File: config.mk
export PLATFORM = sky130hd
export DESIGN_NAME = irq_status_encoder
export DESIGN_NICKNAME = d
export VERILOG_FILES = /design/src/rtl/irq_status_encoder.sv
export SDC_FILE = /design/constraint.sdc
export NUM_CORES = 1
export LEC_CHECK = 0
export ABC_AREA = 1
export CAP_MARGIN = 5
export CORE_MARGIN = 5
export CORE_UTILIZATION = 56
export DETAILED_ROUTE_END_ITERATION = 8
export GPL_ROUTABILITY_DRIVEN = 0
export PLACE_DENSITY = 0.87
export SYNTH_ARGS = -nofsm -noshare
export SYNTH_HDL_FRONTEND = slang
export SYNTH_SLANG_ARGS = --single-unit
File: constraint.sdc
create_clock -name clk -period 4.5 [get_ports clk]
set_clock_uncertainty 0.05 [all_clocks]
set_input_delay 1.35 -clock clk [delete_from_list [all_inputs] [get_ports clk]]
set_output_delay 1.35 -clock clk [all_outputs]
set_load 0.01 [all_outputs]
File: src/rtl/irq_status_encoder.sv
module irq_status_encoder #(
  parameter int MAIN_N = 17,
  parameter int PER_N  = 22
) (
  input  logic              clk,
  input  logic              rst_n,
  input  logic [2:0]        crit_req,
  input  logic [MAIN_N-1:0] main_req,
  input  logic [PER_N-1:0]  per_req,
  input  logic              bus_we,
  input  logic [2:0]        bus_addr,
  input  logic [31:0]       bus_wdata,
  output logic [31:0]       bus_rdata,
  output logic [31:0]       status_word
);

  function automatic logic [31:0] main_impl_f();
    main_impl_f = '0;
    for (int n = 0; n < MAIN_N; n++) main_impl_f[16-n] = 1'b1;
  endfunction

  function automatic logic [31:0] per_impl_f();
    per_impl_f = '0;
    for (int n = 0; n < PER_N; n++) per_impl_f[31-n] = 1'b1;
  endfunction

  function automatic logic [63:0] boost_impl_f();
    boost_impl_f = '0;
    for (int n = 0; n < PER_N; n++) boost_impl_f[2*n +: 2] = 2'b11;
  endfunction

  function automatic logic [5:0] first_set(input logic [31:0] v);
    first_set = '0;
    for (int i = 31; i >= 0; i--)
      if (v[i]) first_set = {1'b1, i[4:0]};
  endfunction

  localparam logic [31:0] MAIN_IMPL  = main_impl_f();
  localparam logic [31:0] PER_IMPL   = per_impl_f();
  localparam logic [63:0] BOOST_IMPL = boost_impl_f();
  localparam logic [2:0]  A_STATUS = 3'd0, A_MMASK = 3'd1, A_PMASK = 3'd2,
                          A_BLO = 3'd3, A_BHI = 3'd4;

  logic [2:0]        crit_q;
  logic [MAIN_N-1:0] main_q;
  logic [PER_N-1:0]  per_q;
  logic [31:0]       main_mask, per_mask;
  logic [63:0]       boost;

  always_ff @(posedge clk) begin
    if (!rst_n) begin
      crit_q    <= '0;
      main_q    <= '0;
      per_q     <= '0;
      main_mask <= MAIN_IMPL;
      per_mask  <= PER_IMPL;
      boost     <= '0;
    end else begin
      crit_q <= crit_req;
      main_q <= main_req;
      per_q  <= per_req;
      if (bus_we) begin
        case (bus_addr)
          A_MMASK: main_mask      <= bus_wdata & MAIN_IMPL;
          A_PMASK: per_mask       <= bus_wdata & PER_IMPL;
          A_BLO:   boost[31:0]    <= bus_wdata & BOOST_IMPL[31:0];
          A_BHI:   boost[63:32]   <= bus_wdata & BOOST_IMPL[63:32];
          default: ;
        endcase
      end
    end
  end

  logic [31:0] main_act, per_hi, per_med, per_norm;

  always_comb begin
    main_act = '0;
    per_hi   = '0;
    per_med  = '0;
    per_norm = '0;
    for (int n = 0; n < MAIN_N; n++)
      main_act[n] = main_q[n] & ~main_mask[16-n];
    main_act[4] = 1'b0;
    for (int n = 0; n < PER_N; n++) begin
      if (per_q[n] && !per_mask[31-n]) begin
        case (boost[2*n +: 2])
          2'd2:    per_hi[n]   = 1'b1;
          2'd1:    per_med[n]  = 1'b1;
          default: per_norm[n] = 1'b1;
        endcase
      end
    end
  end

  logic [5:0] main_sel, hi_sel, med_sel, norm_sel;
  assign main_sel = first_set(main_act);
  assign hi_sel   = first_set(per_hi);
  assign med_sel  = first_set(per_med);
  assign norm_sel = first_set(per_norm);

  logic       crit_flag, main_flag, per_flag;
  logic [1:0] crit_code;
  logic [4:0] main_code, per_code;

  assign crit_flag = (|crit_q) | hi_sel[5];
  assign crit_code = crit_q[0] ? 2'd0 :
                     crit_q[1] ? 2'd1 :
                     crit_q[2] ? 2'd3 :
                     hi_sel[5] ? 2'd2 : 2'd0;

  assign main_flag = main_sel[5] | med_sel[5];
  assign main_code = main_sel[5] ? main_sel[4:0] :
                     med_sel[5]  ? 5'd4 : 5'd0;

  assign per_flag = hi_sel[5] | med_sel[5] | norm_sel[5];
  assign per_code = hi_sel[5]   ? hi_sel[4:0]  :
                    med_sel[5]  ? med_sel[4:0] :
                    norm_sel[5] ? norm_sel[4:0] : 5'd0;

  assign status_word = {2'b00, per_flag, per_code, 2'b00, main_flag, main_code,
                        5'b0, crit_flag, crit_code, 8'h00};

  always_comb begin
    case (bus_addr)
      A_STATUS: bus_rdata = status_word;
      A_MMASK:  bus_rdata = main_mask;
      A_PMASK:  bus_rdata = per_mask;
      A_BLO:    bus_rdata = boost[31:0];
      A_BHI:    bus_rdata = boost[63:32];
      default:  bus_rdata = '0;
    endcase
  end

endmodule

; ---- Yosys cells after proc, flatten, opt, wreduce, memory -nomap -nowiden
; Index checks and enable logic that the tools add are counted.
[word_totals]
ff_bits = 125
in_bits = 80
out_inout_bits = 64
[op_classes]
eq_ne = 48
mux = 224
n_bitwise = 36
n_reduce_logical = 72
[op_table]
columns = op, n
row1 = 2-to-1 mux 6 bit, 82
row2 = one-hot mux 32 bit (5 select lines), 1
row3 = 2-to-1 mux 1 bit, 132
row4 = equality test 2 x 1 -> 1 bit (second input constant), 22
row5 = equality test 2 bit (second input constant), 22
row6 = OR reduction 2 bit, 22
row7 = logical AND 1 bit, 22
row8 = logical NOT 1 bit, 22
row9 = 2-to-1 mux 5 bit, 4
row10 = bitwise AND 1 bit, 16
row11 = inverter 1 bit, 16
row12 = 2-to-1 mux 2 bit, 4
row13 = AND reduction 2 bit, 4
row14 = equality test 3 x 2 -> 1 bit (second input constant), 2
row15 = bitwise OR 1 bit, 4
row16 = equality test 3 x 1 -> 1 bit (second input constant), 1
row17 = equality test 3 bit (second input constant), 1
row18 = logical NOT 3 bit, 1
row19 = 2-to-1 mux 3 bit, 1
row20 = OR reduction 3 bit, 1

; ---- Logic depth before layout (Yosys ltp)
[logic_depth]
word_depth = 30
mapped_depth = 28
ltp_nobuf = 28

; ---- Worst setup path after synthesis
; OpenSTA, ideal clock, no wires.
[synth_path]
kind = input-to-output
start = input bus_addr[1]
end = output bus_rdata[0]
arrival_time_ps = 2288
required_time_ps = 3100
slack_ps = 812
cell_stages = 4
cell_sequence = nor3_1 clkbuf_1 nand2_1 o221ai_1
[synth_between]
elab_chain_cells = 2
word_cells_on_any_way = 6
[synth_lines]
columns = item, line
row1 = start: declaration, 11  ; input logic [2:0] bus_addr,
row2 = equality test 3 bit (tied with other cells), 124  ; case (bus_addr)
row3 = one-hot mux 32 bit (5 select lines) (*), 124
row4 = end: declaration, 13  ; output logic [31:0] bus_rdata,
; Every way passes the cells marked *; elsewhere a longest branch is shown, timed or not.

; ---- Worst setup path after layout
[layout_path]
start = input bus_addr[1]
end = output bus_rdata[10]
; The elaborated chain is that of the path after synthesis.

==> metrics.md <==
| Metric | Value |
|---|---|
| Vias in the first global route | `about 6.6k` |
| Yosys warns | `0` |
| Seq cells post-synth | `about 120` |
| Post-Syn Instances | `around 970` |
| # DRC | `0` |
| Worst hold stages | `2` |
| CP startpoint kind | `input pin` |
| Die Y | `120 microns` |
| Place WS | `-0.109 ns` |
| Least-Margin Pin Slew | `1.11 ns` |
| DR pass1 iterations | `6` |
| Port bufs | `125` |
| Final setup violating endpoints | `0` |
| CP top delay family | `buffers and inverters` |
| Final hold violations | `0` |
| Most common cell after layout, fill and taps aside | `nand2_1` |
| Final slew viol count | `0` |
| Depth of the most critical reg-to-reg path | `2` |
| Critical-path cell list | `clkdlybuf4s50_1 > inv_1 > nor2_1 > nand2_1 > buf_12 > o22ai_1 > a21oi_1 > o211ai_1 > dlygate4sd2_1` |
| DR WL/cell | `about 16 microns` |
| PD cells | `328 nW/um^2` |
| Clk sinks | `~120` |
| Number of diodes | `0` |
| Core area | `about 12000 sq um` |
| Max stage delay on crit path | `between 0.4 and 0.5 ns` |
| CP max stage cell | `clkdlybuf4s50_1` |
| Area grow syn2layout | `29.0%` |
| Initial Utilization | `a little under three fifths` |
| Period utilization | `a little over nine tenths` |
| Leak | `4.41 nW` |
| Htree depth | `4` |
| Worst-Skew Late Latency | `between 0.4 and 0.5 ns` |
| # IOs | `roughly 140` |
| Ratio of cells with drive above 1 in the final layout | `roughly 8.7%` |
| Fin area | `between 8000 and 9000 sq um` |
| Commonest non-fill, non-tap cells in the layout | `263 x nand2_1, 123 x inv_1, 123 x dfxtp_1` |
| Hold_sp | `main_mask[12]` |
| Pin count of the biggest net entering global routing | `about 130` |
| Reg2Reg Capture Point | `boost[24]` |
| Flop2flop setup slack | `about 3.7 ns` |
| CP Max Fanout | `12` |
| CP arrival | `between 2 and 3 ns` |
| Non-filler cells in the finished layout | `roughly 1.2k` |
| Seq/Total Area, Yosys | `37.0%` |
| Post-CTS Hold Fix Bufs | `0` |
| Detail Placement HPWL | `14500 microns` |
| Antenna violations before repair | `0` |
| GRT Overall Usage | `between 20% and 30%` |
| Worst path required time | `3.10 ns` |
| Max-cap violation count | `0` |
| Rows | `40` |
| Clk buf depth | `2` |
| Max frequency | `approximately 0.23 GHz` |
| Placed cell count | `about 1.2k` |
| Die width | `approximately 120 microns` |
| Status | `complete, no violations` |
| Slew HR | `about a quarter` |
| DIE AREA | `roughly 14000 sq um` |
| CTS root buf | `clkbuf_16` |
| Final ANT Viol Nets | `0` |
| Initial DRC Count | `between 800 and 900` |
| Yosys cell types | `34` |
| CTS Buf Count | `17` |
| CP Depth | `9` |
| Layout Nets | `~1.2k` |
| CTS clk-pin slew, worst paths | `roughly 0.05 ns` |
| Synth Cell Area | `6720 sq um` |
| Fin worst setup slack | `approximately 0.14 ns` |
| Syn avg cell area | `approximately 6.9 sq um` |
| Gr ovfl total | `0` |
| FILL cells | `911` |
| Vias | `around 6.9k` |
| Hold WC Path Type | `flip-flop to flip-flop` |
| Final Critical Period | `between 4 and 5 ns` |
| CTS tree | `built` |
| Worst IR Drop VDD | `0.274 mV` |
| Bufs and invs on worst path | `4` |
| Final setup TNS | `0 ns` |
| Hold EP | `main_mask[12]` |
| Total wire length | `between 15000 and 20000 microns` |
| Post-DR vias/cell | `approximately 5.5` |
| Critical R2R Launch | `boost[24]` |
| DP Area | `a little over 8000 sq um` |
| CP endpoint kind | `output pin` |
| Global-route wire length before repair | `31600 microns` |
| CP Class | `input pin to output pin` |
flip-flops by register name (all words and copies together), names as in the netlist:
name	flops
boost	44
crit_q	3
main_mask	17
main_q	16
per_mask	22
per_q	22
layer usage:
metal | share of wire, % | track usage, % | up-vias | routed length [microns]
li1 | - | - | 3365 | -
met1 | 41 | 34.1 | 3078 | 8050
met2 | 46 | 45.2 | 400 | 9020
met3 | 9.7 | 6.93 | 73 | 1910
met4 | 3.8 | 14.5 | 0 | 743
met5 | 0 | 0 | - | 0
cell families after synthesis:
| family | Yosys count | synth area share [%] |
|---|---|---|
| buffers and inverters | 205 | 12.6 |
| adders and majority gates | 44 | 8.20 |
| DFF | 124 | 37.0 |
| and+or+nand+nor | 406 | 24.8 |
| AOI/OAI and AO/OA | 187 | 17.4 |
| other | 1 | 0.0558 |
synth_stat cells, drive strengths merged:
master,number,area (sq um)
nand2,267,1010
inv,148,556
dfxtp,124,2480
nand3,71,375
nor2,54,203
o21ai,54,270
a21oi,50,250
ha,44,551
o211ai,37,278
clkbuf,31,116
buf,26,178
o221ai,23,201
nor3,8,40.0
o22ai,6,37.5
a31oi,5,31.3
a21boi,3,22.5
nand4,3,18.8
o2111ai,3,26.3
a22oi,2,15.0
a221o,1,10.0
a32o,1,10.0
and3,1,6.26
conb,1,3.75
o21bai,1,7.51
o31ai,1,7.51
or2,1,6.26
or4,1,7.51
tightest hold or removal path, delay by kind of cell, from the launching register on:
kind             cells  cell delay [ns]
flip-flops           1             0.34
AND/OR/NAND/NOR      2             0.12
what timing repair did:
action                                 in CTS  in global routing
endpoints found under the hold margin       0                  0
setup endpoints to repair                  31                  7
pin swaps                                   0                  2
buffers inserted                            0                  0
resized for setup                          33                 17
final cells by class:
cell class              count  area [sq um]  area share [%]
multi-input cells         654          3500            40.4
flip-flops and latches    124          2480            28.7
repair buffers            145          1390            16.0
inverters                 148           556            6.41
clock buffers              22           484            5.59
well taps                 147           184            2.12
clock inverters             8          67.6           0.780
per-stage QoR:
stage                     total power (W)  utilization [%]  hold WS, ns
after floorplan                   0.00139                -        0.379
after global routing              0.00293             73.0        0.456
after detailed placement          0.00158             68.3        0.403
after CTS                         0.00283             72.7        0.442
final                             0.00284             73.0        0.441
after global placement            0.00157             68.3        0.392
worst max-delay path by stage:
| stage | startpoint | endpoint |
|---|---|---|
| floorplan | bus_addr[1] | bus_rdata[0] |
| global placement | bus_addr[1] | bus_rdata[1] |
| detailed placement | bus_addr[1] | bus_rdata[3] |
| CTS | bus_addr[0] | bus_rdata[25] |
| global route | boost[13] | status_word[25] |
| finish | bus_addr[1] | bus_rdata[10] |
power by group:
part / internal, W / switching (W) / leakage (nW) / total [W]
sequential: 0.00115 / 0.0000291 / 1.02 / 0.00117
combinational: 0.000174 / 0.000206 / 3.11 / 0.000379
clock: 0.000803 / 0.000481 / 0.277 / 0.00128
No activity file was read; power rests on OpenSTA's default activity.
